## config.mk

```make
export PLATFORM = sky130hd
export DESIGN_NAME = hsk_xfer_engine
export DESIGN_NICKNAME = d
export VERILOG_FILES = /design/src/rtl/hsk_pkg.sv /design/src/rtl/hsk_sync.sv /design/src/rtl/hsk_rxbuf.sv /design/src/rtl/hsk_trim.sv /design/src/rtl/hsk_xfer_engine.sv
export SDC_FILE = /design/constraint.sdc
export NUM_CORES = 1
export LEC_CHECK = 0
export BUFFER_PORTS_ARGS = -buffer_cell sky130_fd_sc_hd__buf_2
export CORE_UTILIZATION = 30
export DETAILED_ROUTE_END_ITERATION = 6
export GPL_ROUTABILITY_DRIVEN = 0
export HOLD_SLACK_MARGIN = 0.08
export PLACE_DENSITY = 0.5
export SLEW_MARGIN = 10
export SYNTH_ARGS = -nofsm -noshare
export SYNTH_HDL_FRONTEND = slang
export SYNTH_SLANG_ARGS = --single-unit
export TNS_END_PERCENT = 50
```

## constraint.sdc

```tcl
create_clock -name clk -period 3.75 [get_ports clk]
set_clock_uncertainty 0.15 [all_clocks]
set_input_delay 0.1875 -clock clk [delete_from_list [all_inputs] [get_ports clk]]
set_output_delay 0.1875 -clock clk [all_outputs]
set_load 0.02 [all_outputs]
```

## src/rtl/hsk_pkg.sv

```systemverilog
package hsk_pkg;
   localparam int BYTE_W = 8;

   typedef enum logic [2:0] {
      ENG_IDLE,
      ENG_FIRST,
      ENG_SEND,
      ENG_READ,
      ENG_RDONE,
      ENG_AWAIT
   } eng_st_t;

   typedef enum logic [2:0] {
      SY_SETTLE,
      SY_ACK_ON,
      SY_ACK_OFF,
      SY_READY,
      SY_FAIL
   } sync_st_t;
endpackage

```

## src/rtl/hsk_sync.sv

```systemverilog
module hsk_sync
   import hsk_pkg::*;
#(
   parameter int SETTLE_CYC = 400000,
   parameter int TMO_CYC    = 10000000,
   localparam int CMAX      = (SETTLE_CYC > TMO_CYC) ? SETTLE_CYC : TMO_CYC,
   localparam int CW        = $clog2(CMAX + 1)
)(
   input  logic clk,
   input  logic rst_n,
   input  logic treq_n,
   input  logic sh_done,
   output logic ack_n,
   output logic ready,
   output logic fail
);
   sync_st_t      st;
   logic [CW-1:0] cnt;
   logic          seen_lvl, seen_done;
   logic          want_lvl, nxt_lvl, nxt_done;

   // level awaited in each wait step: request asserted, then released
   assign want_lvl = (st == SY_ACK_ON) ? !treq_n : treq_n;
   assign nxt_lvl  = seen_lvl | want_lvl;
   assign nxt_done = seen_done | sh_done;

   always_ff @(posedge clk or negedge rst_n) begin
      if (!rst_n) begin
         st        <= SY_SETTLE;
         cnt       <= '0;
         seen_lvl  <= 1'b0;
         seen_done <= 1'b0;
         ack_n     <= 1'b1;
         ready     <= 1'b0;
         fail      <= 1'b0;
      end else begin
         case (st)
            SY_SETTLE: begin
               if (cnt == CW'(SETTLE_CYC - 1)) begin
                  st    <= SY_ACK_ON;
                  cnt   <= '0;
                  ack_n <= 1'b0;
               end else begin
                  cnt <= cnt + CW'(1);
               end
            end
            SY_ACK_ON, SY_ACK_OFF: begin
               if (nxt_lvl && nxt_done) begin
                  cnt       <= '0;
                  seen_lvl  <= 1'b0;
                  seen_done <= 1'b0;
                  if (st == SY_ACK_ON) begin
                     st    <= SY_ACK_OFF;
                     ack_n <= 1'b1;
                  end else begin
                     st    <= SY_READY;
                     ready <= 1'b1;
                  end
               end else if (cnt == CW'(TMO_CYC - 1)) begin
                  st    <= SY_FAIL;
                  ack_n <= 1'b1;
                  fail  <= 1'b1;
               end else begin
                  cnt       <= cnt + CW'(1);
                  seen_lvl  <= nxt_lvl;
                  seen_done <= nxt_done;
               end
            end
            default: ;
         endcase
      end
   end
endmodule

```

## src/rtl/hsk_rxbuf.sv

```systemverilog
module hsk_rxbuf
   import hsk_pkg::*;
#(
   parameter int DEPTH = 16,
   localparam int CNTW = $clog2(DEPTH + 1)
)(
   input  logic                    clk,
   input  logic                    rst_n,
   input  logic                    clr,
   input  logic                    wr,
   input  logic [BYTE_W-1:0]       din,
   output logic [DEPTH*BYTE_W-1:0] data,
   output logic [CNTW-1:0]         cnt
);
   logic room;
   assign room = (cnt < CNTW'(DEPTH));

   always_ff @(posedge clk or negedge rst_n) begin
      if (!rst_n)           cnt <= '0;
      else if (clr)         cnt <= '0;
      else if (wr && room)  cnt <= cnt + CNTW'(1);
   end

   for (genvar i = 0; i < DEPTH; i++) begin : g_slot
      always_ff @(posedge clk or negedge rst_n) begin
         if (!rst_n)
            data[i*BYTE_W +: BYTE_W] <= '0;
         else if (wr && !clr && (cnt == CNTW'(i)))
            data[i*BYTE_W +: BYTE_W] <= din;
      end
   end
endmodule

```

## src/rtl/hsk_trim.sv

```systemverilog
module hsk_trim
   import hsk_pkg::*;
#(
   parameter int DEPTH = 16,
   localparam int CNTW = $clog2(DEPTH + 1)
)(
   input  logic                    hit,
   input  logic [DEPTH*BYTE_W-1:0] din,
   input  logic [CNTW-1:0]         len,
   output logic [DEPTH*BYTE_W-1:0] dout,
   output logic [CNTW-1:0]         lout
);
   always_comb begin
      dout = din;
      lout = len;
      if (hit) begin
         if ((len <= CNTW'(2)) || din[BYTE_W + 1]) begin
            lout = '0;
         end else begin
            lout = len - CNTW'(2);
            dout = din >> (2 * BYTE_W);
         end
      end
   end
endmodule

```

## src/rtl/hsk_xfer_engine.sv

```systemverilog
module hsk_xfer_engine
   import hsk_pkg::*;
#(
   parameter int          REQ_MAX    = 8,
   parameter int          RX_DEPTH   = 16,
   parameter logic [7:0]  MAX_TYPE   = 8'h01,
   parameter logic [7:0]  TRIM_TYPE  = 8'h00,
   parameter bit          TRIM_EN    = 1'b1,
   parameter int          SETTLE_CYC = 400000,
   parameter int          TMO_CYC    = 10000000,
   localparam int         RLW        = $clog2(REQ_MAX + 1),
   localparam int         RCW        = $clog2(RX_DEPTH + 1)
)(
   input  logic                       clk,
   input  logic                       rst_n,
   input  logic                       req_start,
   input  logic [REQ_MAX*BYTE_W-1:0]  req_data,
   input  logic [RLW-1:0]             req_len,
   input  logic                       req_reply,
   output logic                       req_busy,
   output logic                       done,
   output logic                       done_err,
   output logic [RX_DEPTH*BYTE_W-1:0] rsp_data,
   output logic [RCW-1:0]             rsp_len,
   output logic                       uns_valid,
   output logic [RX_DEPTH*BYTE_W-1:0] uns_data,
   output logic [RCW-1:0]             uns_len,
   input  logic                       treq_n,
   output logic                       ack_n,
   output logic                       tip_n,
   output logic                       sh_dir_out,
   output logic                       sh_load,
   output logic [BYTE_W-1:0]          sh_tx_byte,
   input  logic                       sh_done,
   input  logic [BYTE_W-1:0]          sh_rx_byte,
   output logic                       sync_ok,
   output logic                       sync_fail
);
   initial begin
      if (REQ_MAX < 2)  $fatal(1, "REQ_MAX must be at least 2");
      if (RX_DEPTH < 3) $fatal(1, "RX_DEPTH must be at least 3");
      if (SETTLE_CYC < 1 || TMO_CYC < 2) $fatal(1, "sync timing out of range");
   end

   // ---------------- start-up handshake ----------------
   logic sy_ack_n;
   hsk_sync #(.SETTLE_CYC(SETTLE_CYC), .TMO_CYC(TMO_CYC)) u_sync (
      .clk(clk), .rst_n(rst_n), .treq_n(treq_n), .sh_done(sh_done),
      .ack_n(sy_ack_n), .ready(sync_ok), .fail(sync_fail)
   );

   // ---------------- engine state ----------------
   eng_st_t                   st;
   logic                      pend, rq_rexp, to_reply;
   logic [REQ_MAX*BYTE_W-1:0] rq_data;
   logic [RLW-1:0]            rq_len, idx;
   logic                      e_ack_n, e_tip_n;

   // ---------------- receive buffer ----------------
   logic                       rd_start, buf_wr;
   logic [RX_DEPTH*BYTE_W-1:0] buf_data, trim_data;
   logic [RCW-1:0]             buf_cnt, trim_len;

   hsk_rxbuf #(.DEPTH(RX_DEPTH)) u_rxbuf (
      .clk(clk), .rst_n(rst_n), .clr(rd_start), .wr(buf_wr),
      .din(sh_rx_byte), .data(buf_data), .cnt(buf_cnt)
   );

   logic trim_hit;
   if (TRIM_EN) begin : g_trim_on
      assign trim_hit = (rq_data[BYTE_W-1:0] == TRIM_TYPE);
   end else begin : g_trim_off
      assign trim_hit = 1'b0;
   end

   hsk_trim #(.DEPTH(RX_DEPTH)) u_trim (
      .hit(trim_hit), .din(buf_data), .len(buf_cnt),
      .dout(trim_data), .lout(trim_len)
   );

   // ---------------- decisions ----------------
   logic acc, req_ok, retry, go_send, rdone_send, start_now, last_sent;

   assign acc      = req_start && !pend && sync_ok;
   assign req_ok   = (req_len >= RLW'(2)) && (req_len <= RLW'(REQ_MAX)) &&
                     (req_data[BYTE_W-1:0] <= MAX_TYPE);
   assign retry    = pend && !to_reply;
   assign go_send  = sync_ok && (st == ENG_IDLE) && !sh_done && pend && treq_n;
   assign rdone_send = sync_ok && (st == ENG_RDONE) && sh_done && retry && treq_n;
   assign start_now  = go_send || rdone_send;
   assign rd_start = sync_ok && sh_done &&
                     ((st == ENG_IDLE) || (st == ENG_AWAIT) ||
                      ((st == ENG_RDONE) && !treq_n));
   assign buf_wr   = sync_ok && sh_done && (st == ENG_READ);
   assign last_sent = (idx >= rq_len);

   always_ff @(posedge clk or negedge rst_n) begin
      if (!rst_n) begin
         st         <= ENG_IDLE;
         pend       <= 1'b0;
         rq_rexp    <= 1'b0;
         to_reply   <= 1'b0;
         rq_data    <= '0;
         rq_len     <= '0;
         idx        <= '0;
         e_ack_n    <= 1'b1;
         e_tip_n    <= 1'b1;
         sh_dir_out <= 1'b0;
         sh_load    <= 1'b0;
         sh_tx_byte <= '0;
         done       <= 1'b0;
         done_err   <= 1'b0;
         uns_valid  <= 1'b0;
         rsp_data   <= '0;
         rsp_len    <= '0;
         uns_data   <= '0;
         uns_len    <= '0;
      end else begin
         sh_load   <= 1'b0;
         done      <= 1'b0;
         done_err  <= 1'b0;
         uns_valid <= 1'b0;

         if (acc) begin
            if (req_ok) begin
               pend    <= 1'b1;
               rq_data <= req_data;
               rq_len  <= req_len;
               rq_rexp <= req_reply;
            end else begin
               done     <= 1'b1;
               done_err <= 1'b1;
            end
         end

         if (sync_ok && sh_done) begin
            case (st)
               ENG_IDLE: begin
                  e_tip_n  <= 1'b0;
                  to_reply <= 1'b0;
                  st       <= ENG_READ;
               end
               ENG_AWAIT: begin
                  e_tip_n  <= 1'b0;
                  to_reply <= 1'b1;
                  st       <= ENG_READ;
               end
               ENG_FIRST, ENG_SEND: begin
                  if ((st == ENG_FIRST) && !treq_n) begin
                     sh_dir_out <= 1'b0;
                     e_tip_n    <= 1'b1;
                     e_ack_n    <= 1'b1;
                     st         <= ENG_IDLE;
                  end else if ((st == ENG_SEND) && last_sent) begin
                     sh_dir_out <= 1'b0;
                     e_tip_n    <= 1'b1;
                     e_ack_n    <= 1'b1;
                     if (rq_rexp) begin
                        st <= ENG_AWAIT;
                     end else begin
                        done <= 1'b1;
                        pend <= 1'b0;
                        st   <= ENG_IDLE;
                     end
                  end else begin
                     sh_load    <= 1'b1;
                     sh_tx_byte <= rq_data[{idx, 3'b000} +: BYTE_W];
                     idx        <= idx + RLW'(1);
                     e_ack_n    <= !e_ack_n;
                     st         <= ENG_SEND;
                  end
               end
               ENG_READ: begin
                  if (treq_n) begin
                     e_tip_n <= 1'b1;
                     e_ack_n <= 1'b1;
                     st      <= ENG_RDONE;
                  end else begin
                     e_ack_n <= !e_ack_n;
                  end
               end
               ENG_RDONE: begin
                  if (to_reply) begin
                     rsp_data <= trim_data;
                     rsp_len  <= trim_len;
                     done     <= 1'b1;
                     pend     <= 1'b0;
                  end else begin
                     uns_data  <= buf_data;
                     uns_len   <= buf_cnt;
                     uns_valid <= 1'b1;
                  end
                  to_reply <= 1'b0;
                  if (!treq_n) begin
                     e_tip_n <= 1'b0;
                     st      <= ENG_READ;
                  end else begin
                     st      <= ENG_IDLE;
                  end
               end
               default: st <= ENG_IDLE;
            endcase
         end

         if (start_now) begin
            sh_dir_out <= 1'b1;
            sh_load    <= 1'b1;
            sh_tx_byte <= rq_data[BYTE_W-1:0];
            e_tip_n    <= 1'b0;
            idx        <= RLW'(1);
            st         <= ENG_FIRST;
         end
      end
   end

   assign req_busy = pend;
   assign ack_n    = sync_ok ? e_ack_n : sy_ack_n;
   assign tip_n    = sync_ok ? e_tip_n : 1'b1;
endmodule

```

==> impl_metrics.tcl <==
set metrics [dict create \
    status "finished with violations" \
    violations "design-rule violations" \
    hp-class "in2reg" \
    ir_worst_vdd_uv 341 \
    route.detailed.drc 44 \
    slew_headroom_pct 21.4 \
    detailroute.via_count 16327 \
    path_buf_inv 4 \
    hold_viol_final 0 \
    clk_pin_slew_worst_paths_ns 0.06 \
    cts-root-buf "clkbuf_16" \
    p_per_area_nw_per_um2 424 \
    cts_setup_buffers 0 \
    die_w_microns 274 \
    fin_crit_ns 3.01 \
    core-area_sq_um 73100 \
    fp.dieH_microns 274 \
    drive_above_1_share_pct 28.9 \
    final-setup-viol-count 0 \
    synth_edf_count 0 \
    path_delay_family "buffers and inverters" \
    synth_area_leader_cell "dfrtp_1" \
    path_common_cell "dlygate4sd3_1" \
    top_level_ports 366 \
    syn_nets 2100 \
    post-dp-hpwl_microns 46500 \
    vias_per_cell 4.77 \
    start_util_pct 30.4 \
    avgSynthCellArea_sq_um 11.1 \
    grt_usage_pct 18.2 \
    drtIter0Drc 1025 \
    r2r-end "rsp_data[56]" \
    worstMarginPinSlew_ns 1.18 \
    ys_warn_count 0 \
    synth_seq_area_share_pct 59.1 \
    cts_max_level 2 \
    core.rowCount 99 \
    hold-path-cell-count 5 \
    hold_end "done" \
    die_area_sq_um 75100 \
    yosys_register_bits 524 \
    ys_types 65 \
    clk_latency_ns 0.62 \
    setup.worst_path.end_class "flip-flop" \
    synthTopCellsByArea "dfrtp_1 (59%), nand2_1 (10%), mux2_2 (9.7%)" \
    wl_per_cell_microns 20.2 \
    worstPathMaxFanout 55 \
    crit_path_cell_trace "dlygate4sd3_1 -> buf_2 -> nor4_1 -> dlygate4sd3_1 -> nand3_1 -> or3_2 -> buf_4 -> mux2_2" \
    syn_area_sq_um 22200 \
    period_share_pct 80.3 \
    firstDrtPassIters 7 \
    rr_worst_depth 8 \
    fin_nets 2514 \
    synth_top_area_share_pct 58.8 \
    critical_path.max_stage_delay_ns 0.95 \
    critPathLaunchType "input pin" \
    antennaDiodeCount 0 \
    worst-endpoint-arrival_ns 3.36 \
    numCtsBuffers 59 \
    wirelength_microns 69000 \
    rrSetupSlack_ns 0.93 \
    drv_cap 0 \
    finalPower_mw 11.8 \
    drt.antenna.violating_nets 0 \
    rsz0062_at_grt "no" \
    cts_tree "yes" \
    slew_violations 0 \
    cts.sinks 524 \
    min_from "req_data[6]" \
    r2r_start "u_rxbuf.cnt[2]" \
    fin_tns_setup_ns 0 \
    postSynthCellCount 2004 \
    leakagePower_nw 14.3 \
    cts.path.max_buffers 3 \
    worstPathRequired_ns 4.10 \
    grt_pass1_vias 16681 \
    place_inst 3235 \
    area_growth_pct 25.8 \
    async_flop_share_pct 100 \
    portBuffers 365 \
    grt_max_degree 150 \
    layout_common_cells "nand2_1 (589), dfrtp_1 (521), buf_2 (364)" \
    layout_commonest_cell "nand2_1" \
    slowest_stage "or3_2" \
    crit_type "in2reg" \
    final_cells 3424 \
    clock.fmax_ghz 0.332 \
    grt_pass1_wl_microns 105000 \
    synth_ff_type "dfrtp_1" \
    antenna_found_initial 0 \
    grt-ovfl-total 0 \
]
[metrics by stage]
step	instance area [sq um]	hold WS, ns	setup WS, ns	util, %
5_1_grt	27900	0.157	0.559	38.2
6_report	27900	0.114	0.739	38.2
4_1_cts	27900	0.0822	0.794	38.2
3_3_place_gp	25100	0.130	0.921	34.3
3_5_place_dp	25100	0.138	0.930	34.3
2_1_floorplan	22200	-0.258	0.743	-
[report_power, final]
part           internal, mW  leakage, nW  switching, mW
registers              5.66         7.29       0.000415
clock network          3.50        0.978           2.40
logic                 0.107         6.01          0.187
total                  9.26         14.3           2.58
[final cells by class]
type,count,area [sq um]
Timing Repair Buffer,469,3000
Clock buffer,93,1810
Fill cell,7218,45200
Sequential cell,524,13100
Tap cell,959,1200
Clock inverter,15,171
Inverter,19,73.8
Multi-Input combinational cell,1345,8540
[state kept, by name (all words and copies together) (netlist names), 4 cells and up]
signal,cells
u_sync.cnt,24
rsp_data,128
idx,4
rq_data,64
sh_tx_byte,8
uns_len,5
uns_data,128
u_rxbuf.data,128
rsp_len,5
u_rxbuf.cnt,5
rq_len,4
[worst register-to-register path, cell delays in order, from the launching register on]
cell and delay (ns):
dfrtp_1 0.53, inv_1 0.20, ha_1 0.22, nor2b_1 0.14, o21a_1 0.24, or3_4 0.54, buf_12 0.29, mux2i_1 0.28
o21ai_0 0.10
[worst max path at each step]
stage | start | endpoint | slack (ns) | cells past startpoint
after floorplan | idx[0] | sh_tx_byte[1] | 0.74 | 11
after global placement | st[2] | u_rxbuf.data[118] | 0.92 | 6
final | req_data[5] | rq_data[28] | 0.74 | 8
after global routing | req_data[5] | rq_data[28] | 0.56 | 8
after detailed placement | idx[0] | sh_tx_byte[4] | 0.93 | 9
after CTS | req_data[5] | rq_data[28] | 0.79 | 8
[cell usage after synthesis, drive strengths merged (7+ instances only)]
master,count
nand2,589
dfrtp,521
mux2,193
o21ai,152
mux2i,122
clkbuf,86
nor2,52
buf,29
nand3,26
a21oi,22
inv,19
mux4,16
xor2,16
ha,14
nor3,14
a31oi,12
and2,12
nand4,11
or3,11
nor4,7
[layer usage]
layer	up-vias	share of wire, %	track usage, %
met5	-	0	0
met2	343	47	29.4
met3	82	5.2	3.60
met1	8266	46	25.2
met4	0	2.0	4.27
li1	7636	-	-
[cell families (layout without fill, tap and decap cells)]
family / after synthesis / count (layout) / share of synthesized area, %
simple gates: 757 / 757 / 14.2
flops: 524 / 524 / 59.1
mux: 331 / 331 / 16.9
compound gates: 223 / 223 / 5.67
buf+inv: 135 / 596 / 2.48
xor+xnor: 20 / 20 / 0.789
fa+ha+maj: 14 / 14 / 0.789
[what timing repair did]
action,CTS,global route
resized for setup,0,0
hold endpoints to repair,381,0
hold buffers,81,0
Power figures use the tool's default switching activity.
